File: src/rtl/dac_front.sv
module dac_front #(
  parameter int NIB = 4
) (
  input  logic                    clk,
  input  logic                    por_n,
  input  logic                    cs_n,
  input  logic                    wr_n,
  input  logic                    ld_n,
  input  logic                    clr_n,
  input  logic [2*NIB-1:0]        din,
  output logic [2*NIB-1:0]        code,
  output logic [(1<<NIB)-2:0]     seg_hi,
  output logic [(1<<NIB)-2:0]     seg_lo,
  output logic                    seq_err
);
  localparam int DW   = 2 * NIB;
  localparam int SEGS = (1 << NIB) - 1;

  logic [3:0]    st1, st2;
  logic [DW-1:0] d1, d2;
  logic [DW-1:0] in_lat, dac;
  logic          act_q, ld_q, mode_sync, err;

  always_ff @(posedge clk or negedge por_n)
    if (!por_n) begin
      st1 <= 4'hF;
      st2 <= 4'hF;
      d1  <= '0;
      d2  <= '0;
    end else begin
      st1 <= {clr_n, ld_n, wr_n, cs_n};
      st2 <= st1;
      d1  <= din;
      d2  <= d1;
    end

  wire cs_s  = st2[0];
  wire wr_s  = st2[1];
  wire ld_s  = st2[2];
  wire clr_s = st2[3];

  wire active   = !cs_s && !wr_s;
  wire wr_start = active && !act_q;
  wire wr_end   = act_q && !active;
  wire ld_fall  = ld_q && !ld_s;

  always_ff @(posedge clk or negedge por_n)
    if (!por_n) begin
      act_q     <= 1'b0;
      ld_q      <= 1'b1;
      in_lat    <= '0;
      dac       <= '0;
      mode_sync <= 1'b0;
      err       <= 1'b0;
    end else begin
      act_q <= active;
      ld_q  <= ld_s;
      if (!clr_s) begin
        in_lat    <= '0;
        dac       <= '0;
        mode_sync <= 1'b0;
        err       <= 1'b0;
      end else begin
        if (active) in_lat <= d2;
        if (wr_end) begin
          mode_sync <= ld_s;
          if (!ld_s) dac <= in_lat;
        end else if (ld_fall) begin
          dac <= in_lat;
        end
        if (wr_start && mode_sync && !ld_s) err <= 1'b1;
      end
    end

  for (genvar i = 0; i < SEGS; i++) begin : g_therm
    assign seg_hi[i] = dac[DW-1:NIB] > NIB'(i);
    assign seg_lo[i] = dac[NIB-1:0]  > NIB'(i);
  end

  assign code    = dac;
  assign seq_err = err;


  auto_load_chk: assert property (@(posedge clk) disable iff (!por_n)
    (clr_s && wr_end && !ld_s) |=> (dac == $past(in_lat)));


  hold_chk: assert property (@(posedge clk) disable iff (!por_n)
    (clr_s && !(wr_end && !ld_s) && !ld_fall) |=> $stable(dac));


  clear_chk: assert property (@(posedge clk) disable iff (!por_n)
    !clr_s |=> (dac == '0 && in_lat == '0 && !err));


  therm_chk: assert property (@(posedge clk) disable iff (!por_n)
    ($countones(seg_hi) == int'(dac[DW-1:NIB])) &&
    ($countones(seg_lo) == int'(dac[NIB-1:0])));


  err_cause_chk: assert property (@(posedge clk) disable iff (!por_n)
    $rose(err) |-> $past(wr_start && mode_sync && !ld_s));


  err_sticky_chk: assert property (@(posedge clk) disable iff (!por_n)
    (err && clr_s) |=> err);
endmodule

File: config.mk
export PLATFORM = sky130hd
export DESIGN_NAME = dac_front
export DESIGN_NICKNAME = d
export VERILOG_FILES = /design/src/rtl/dac_front.sv
export SDC_FILE = /design/constraint.sdc
export NUM_CORES = 1
export LEC_CHECK = 0
export BUFFER_PORTS_ARGS = -buffer_cell sky130_fd_sc_hd__buf_4
export CORE_ASPECT_RATIO = 1.75
export CORE_MARGIN = 1.5
export CORE_UTILIZATION = 53
export CTS_CLUSTER_DIAMETER = 100
export DETAILED_ROUTE_END_ITERATION = 6
export PLACE_DENSITY = 0.83
export SYNTH_ARGS = -nofsm -noshare
export SYNTH_HDL_FRONTEND = slang
export SYNTH_SLANG_ARGS = --single-unit
File: constraint.sdc
create_clock -name clk -period 3.18 [get_ports clk]
set_input_delay 0.636 -clock clk [delete_from_list [all_inputs] [get_ports clk]]
set_output_delay 0.636 -clock clk [all_outputs]
set_load 0.03 [all_outputs]
---- Word-level counts from Yosys, hierarchy flattened ----
Cells that the tools add are included.
word-level totals
  flip-flop bits (word level) ............. 44
  logic and storage cells ................. 67
  output and inout bits ................... 39
operators by class
  reduce and logical (&&, ||, !) cells .... 12
  equal/unequal tests ..................... 5
  muxes and demuxes ....................... 10
  magnitude comparators ................... 30
operators with widths
  cell                                                            number
  greater-than comparator 4 bit (second input constant)           14
  2-to-1 mux 8 bit                                                6
  greater-than comparator 4 x 3 -> 1 bit (second input constant)  8
  greater-than comparator 4 x 1 -> 1 bit (second input constant)  4
  greater-than comparator 4 x 2 -> 1 bit (second input constant)  4
  logical AND 1 bit                                               6
  inequality test 2 x 1 -> 1 bit (second input constant)          3
  zero test 1 bit                                                 5
  2-to-1 mux 1 bit                                                4
  inequality test 3 x 1 -> 1 bit (second input constant)          1
  inequality test 3 bit (second input constant)                   1
  AND reduction 2 bit                                             1

---- Longest topological paths before layout ----
Gate-level depths: netlist of the first run.
  word-level depth ........................ 7
  mapped depth ............................ 6

---- Worst setup path after synthesis of the first run ----
Ideal clock, no wire load.
  path type ............................... register to output
  start point ............................. register dac[7] (netlist: code[7])
  end point ............................... output port seg_hi[10]
  path slack .............................. 1.064 ns
  stages on the path, launching flop included .. 4
  arrival ................................. 1.480 ns
  path buffers ............................ 1
  cells stage by stage .................... dfrtp_1 -> clkbuf_1 -> o21a_1 -> o21a_1
on the way
  cells in the longest elaborated chain, start to end .. 1
RTL lines
  item                           RTL line  text
  from (decl)                    21        logic [DW-1:0] in_lat, dac;
  from (signal assigned)         67        if (!ld_s) dac <= in_lat;
  from (signal assigned)         69        dac <= in_lat;
  greater-than comparator 4 bit  76        assign seg_hi[i] = dac[DW-1:NIB] > NIB'(i);
  to (decl)                      12        output logic [(1<<NIB)-2:0] seg_hi,
Every way passes these cells.

---- Worst setup path in the final report of the first run ----
Ends and elaborated chain as after synthesis.

==> metrics.yaml, run 1 <==
syn_area_mm2: 0.001640
maxCapViolCount: 0
place_congestion: 0.6801
synth_seq_area_share_pct: 67.81
core.rowCount: 26
port_buffers: 52
die_x_um: 45.06
cts_setup_buffers: 0
r2r_setup_slack_ps: 1600
vias: 1182
setup_viol: 0
power.share.switching_pct: 21.60
crit_start: "code[7]"
p_int_mw: 0.8531
power.share.clock_pct: 36.8
ant_nets: 0
max_freq_mhz: 499.4
grt_pass1_vias: 1118
critPathArrivalTime_ps: 1370
avgRoutedWirePerCell_um: 14.50
core_mm2: 0.002928
ys_types: 24
cts_tree: "yes"
io_pins: 53
yosysWarnings: 0
end_kind: "primary output"
power.density_mw_per_mm2: 514.0
mostFrequentLayoutCells: "buf_4, dfrtp_1, nand2_1"
seq_power_share_pct: 55.4
p_leak_nw: 1.121
dp_hpwl_um: 2238
ir_drop_mv: 0.4580
die_h_um: 76.60
switchingPower_mw: 0.2350
grt_use_total_pct: 19.52
routed_wl_um: 3118
reg2reg_depth: 4
htree_levels: 2
worstPathMaxFanout: 12
timing.slew.headroom_pct: 65.36
cts_root_buf: "clkbuf_8"
grt_overflow: 0
status: "complete, no violations"
drv_slew: 0
rsz0062_at_grt: "false"
cts-hold-fix-buffers: 0
antennaDiodeCount: 0
fillCellCount: 220
finish.instance_area_mm2: 0.002117
drc: 0
layout_worst_path_cycle_share_pct: 62.97
clockBufferDepth: 2
power_mw: 1.088
grt_max_degree: 45
post-route-min-period_ps: 2002
syn_nets: 152
syn2layout_area_growth_pct: 29.06
postSynthCellCount: 138
clk_pin_slew_ps: 80
worstMarginPinSlew_ps: 519.6
path_class: "reg2out"
place_area_mm2: 0.002009
hold_path.class: "in2async"
fin_skew_ps: 9.424
drtIter0Drc: 28
routed_via_density: 5.498
final_hold_viol_count: 0
r2r-start: "st2[0]"
critical_path.startpoint_type: "register"
dieArea_mm2: 0.003451
tns_ps: 0
initial_core_util_pct: 56.03
r2r-end: "code[5]"
final_nets: 200
clock_latency_ps: 290
syn_area_per_cell_um2: 11.89
cts_buffers: 5
ys_ff_latch: 44
grt_antenna_before_repair: 0
cts_sinks: 44
layout_commonest_cell: "buf_4"
grt_pass1_wl_um: 4878
firstDrtPassIters: 4
crit_required_ps: 2540
cts_resized: 0
drive_above_1_share_pct: 39.04
combPwrFrac_pct: 7.9
[per-stage QoR]
step | util (%) | setup WS (ps) | instances | hold slack [ps]
3_5_place_dp | 68.63 | 1503 | 207 | 334.7
4_1_cts | 72.31 | 1172 | 215 | 329.2
5_1_grt | 72.31 | 1095 | 215 | 347.2
3_3_place_gp | 68.63 | 1541 | 207 | 331.1
6_report | 72.31 | 1178 | 215 | 318.3
2_1_floorplan | - | 1064 | 138 | 331.2
[flip-flops by register name (all words and copies together) (netlist names)]
name       cells
d2             8
ld_q           1
act_q          1
in_lat         8
d1             8
code           8
st2            4
mode_sync      1
seq_err        1
st1            4
[power by group through the flow]
stage | registers, mW | logic [mW] | clock network, mW
after floorplan | 0.610 | 0.0472 | 0
after global placement | 0.610 | 0.0836 | 0
after detailed placement | 0.612 | 0.0866 | 0
after CTS | 0.602 | 0.0870 | 0.414
after global routing | 0.605 | 0.0929 | 0.435
final | 0.602 | 0.0856 | 0.400
[layer usage]
metal	vias to the layer above	track usage [%]	wire length (um)
met5	-	0	0
met4	0	9.412	74
met3	9	5.687	265
met2	71	34.14	1724
met1	555	19.70	1053
li1	547	-	-
[critical path, stage by stage, from the launching register on]
cell and delay (ps):
dfrtp_1 500, nand2_1 170, inv_1 70, o21a_1 170, buf_4 160
[worst max path at each step]
stage / endpoint / slack, ps / cells after the start
after detailed placement: seg_hi[10] / 1500 / 4
after global placement: seg_hi[1] / 1540 / 2
after CTS: seg_hi[10] / 1170 / 4
after global routing: seg_lo[10] / 1100 / 4
after floorplan: seg_hi[10] / 1060 / 3
final: seg_hi[10] / 1180 / 4
[synth_stat cells (all sizes together)]
master / instances / area [um^2]
dfrtp: 35 / 875.8
nand2: 24 / 90.09
nor2: 11 / 41.29
clkbuf: 9 / 33.78
dfstp: 9 / 236.5
a21oi: 8 / 40.04
a22o: 8 / 70.07
inv: 7 / 28.78
o21a: 4 / 30.03
nand2b: 3 / 18.77
o21ai: 3 / 15.01
a21o: 2 / 15.01
a31o: 2 / 17.52
and3: 2 / 12.51
buf: 2 / 22.52
o31a: 2 / 17.52
or3: 2 / 12.51
a211oi: 1 / 20.02
a31oi: 1 / 6.260
mux2i: 1 / 10.01
o221a: 1 / 20.02
or2: 1 / 6.260
[area by class of cell]
type                       count  area, um^2  area share, %
timing repair buffer          52       390.4          18.44
clock inverter                 2       35.03          1.655
clock buffer                   6       72.57          3.428
inverter                       7       28.78          1.359
sequential                    44        1112          52.54
multi-input combinational     76       442.9          20.92
tap                           28       35.03          1.655
[logic make-up after synthesis]
| group | after synthesis | share of synthesized area (%) |
|---|---|---|
| AO/OA/AOI/OAI | 32 | 15.33 |
| multiplexers | 1 | 0.6102 |
| buffers and inverters | 18 | 5.187 |
| AND/OR/NAND/NOR | 43 | 11.06 |
| flip-flops | 44 | 67.81 |
No activity file was read; power rests on OpenSTA's default activity.
==> inputs of run 2 (changes only) <==
--- a/config.mk
+++ b/config.mk
@@ -8,10 +8,10 @@
 export BUFFER_PORTS_ARGS = -buffer_cell sky130_fd_sc_hd__buf_4
 export CORE_ASPECT_RATIO = 1.75
 export CORE_MARGIN = 1.5
-export CORE_UTILIZATION = 53
+export CORE_UTILIZATION = 44
 export CTS_CLUSTER_DIAMETER = 100
 export DETAILED_ROUTE_END_ITERATION = 6
-export PLACE_DENSITY = 0.83
+export PLACE_DENSITY = 0.74
 export SYNTH_ARGS = -nofsm -noshare
 export SYNTH_HDL_FRONTEND = slang
 export SYNTH_SLANG_ARGS = --single-unit
==> constraint.sdc (replaced) <==
create_clock -name clk -period 1.8 [get_ports clk]
set_input_delay 0.36 -clock clk [delete_from_list [all_inputs] [get_ports clk]]
set_output_delay 0.36 -clock clk [all_outputs]
set_load 0.03 [all_outputs]
==> run 2 against run 1 <==
  * Die area rose by 19%
  * First-iteration DRC count fell by 25%
  * Sequential power grew 76%
  * Non-clock buffer count is 1 higher
  * Hold slack worse by 280 ps
  * Largest cell class unchanged
  * Largest power group unchanged
==> metrics.yaml, run 2 (synthesized netlist as in run 1, its figures left out) <==
status: "complete, no violations"
place_area_mm2: 0.002044  # +1.7%
cts_root_buf: "clkbuf_8"
dieArea_mm2: 0.004118  # +19%
core.rowCount: 29  # +12%
multiInputGateArea_um2: 447.9  # +1.1%
setup_viol: 0  # unchanged
fin_skew_ps: 5.743  # -3.681 ps
antennaDiodeCount: 0  # unchanged
post-route-min-period_ps: 1724
cts_buffers: 5  # unchanged
routed_wl_um: 2763  # -11%
power.density_mw_per_mm2: 841.0  # +64%
clock_latency_ps: 290  # about the same
dp_hpwl_um: 2064  # -7.8%
mostFrequentLayoutCells: "buf_4, dfrtp_1, nand2_1"
final_hold_viol_count: 0  # unchanged
end_kind: "primary output"
final_nets: 201  # +0.50%
die_x_um: 49.16  # +9.1%
drtIter0Drc: 21  # -25%
ir_drop_mv: 0.6413  # +40%
io_pins: 53  # unchanged
grt_use_total_pct: 14.26  # -5.3 points
htree_levels: 2  # unchanged
grt_overflow: 0  # unchanged
finish.instance_area_mm2: 0.002130  # +0.59%
tns_ps: 0  # unchanged
rsz0062_at_grt: "false"
die_h_um: 83.77  # +9.4%
clk_pin_slew_ps: 80  # about the same
drv_slew: 0  # unchanged
cts-hold-fix-buffers: 0  # unchanged
critPathArrivalTime_ps: 1360  # about the same
clockBufferDepth: 2  # unchanged
path_cells: "nand2_1 -> inv_1 -> o21a_2 -> buf_4"
initial_core_util_pct: 45.66  # -10 points
path_delay_family: "flip-flops"
hold_path.class: "in2async"
drc: 0  # unchanged
cts_setup_buffers: 0  # unchanged
fillCellCount: 305  # +39%
place_congestion: 0.7391  # +8.7%
slowest_delay_ps: 490  # about the same
routed_via_density: 4.983  # -9.4%
maxCapViolCount: 0  # unchanged
grt_antenna_before_repair: 0  # unchanged
syn2layout_area_growth_pct: 29.82
cts_tree: "yes"
port_buffers: 52  # unchanged
ff_latch_area_mm2: 0.001112  # unchanged
drive_above_1_share_pct: 41.49  # +2.5 points
layout_commonest_cell: "buf_4"
core_mm2: 0.003592  # +23%
p_leak_nw: 1.115  # -0.51%
worstMarginPinSlew_ps: 509.4  # -10.15 ps
grt_pass1_wl_um: 4478  # -8.2%
vias: 1166  # -1.4%
crit_slowest_cell: "dfrtp_1"
layout_worst_path_cycle_share_pct: 95.79
max_freq_mhz: 580.0
firstDrtPassIters: 4  # unchanged
path_class: "reg2out"
critPathBufInv: 2  # unchanged
worstPathMaxFanout: 12  # unchanged
r2r_setup_slack_ps: 410  # -1190 ps
cts_sinks: 44  # unchanged
ant_nets: 0  # unchanged
avgRoutedWirePerCell_um: 11.81  # -19%
crit_required_ps: 1440  # -1100 ps
cts_resized: 0  # unchanged
grt_pass1_vias: 1056  # -5.5%
timing.slew.headroom_pct: 66.04  # +0.68 points
grt_max_degree: 45  # unchanged
critical_path.startpoint_type: "register"
run 2: metrics by stage:
| stage | std cells | util (%) | hold WS, ps | total power, mW | setup slack [ps] |
|---|---|---|---|---|---|
| 2_1_floorplan | 138 | - | 64.41 | 1.161 | 45.99 |
| 3_3_place_gp | 226 | 56.91 | 332.1 | 1.227 | 416.7 |
| 3_5_place_dp | 226 | 56.91 | 334.7 | 1.235 | 386.5 |
| 4_1_cts | 234 | 59.28 | 46.58 | 1.813 | 57.84 |
| 5_1_grt | 234 | 59.28 | 77.42 | 1.852 | 19.15 |
| 6_report | 234 | 59.28 | 36.87 | 1.791 | 75.81 |
run 2: where the power goes:
part	internal, mW	switching [mW]	total, mW
clock	0.271	0.307	0.578
sequential	1.04	0.0249	1.06
combinational	0.0593	0.0908	0.150
run 2: layout make-up:
class | count | area share (%)
clock inverters | 2 | 0.5875
flip-flops and latches | 44 | 52.23
clock buffers | 6 | 3.408
repair buffers | 53 | 18.68
well taps | 46 | 2.703
multi-input cells | 76 | 21.03
inverters | 7 | 1.351
run 2: layer usage:
metal  GRT usage [%]  wire, um  up-vias
met3           4.301       182        4
met2           26.78      1540       45
met1           13.99      1005      562
met5               0         0        -
li1                -         -      555
met4           5.455        35        0
run 2: final timing paths:
path,start,end,depth (start not counted)
max,code[7],seg_hi[10],4
min,por_n,d2[2],1
max reg2reg,st2[3],code[3],3
min reg2reg,d1[0],d2[0],0
max in group asynchronous,por_n,st1[2],1
min in group clk,din[0],d1[0],1
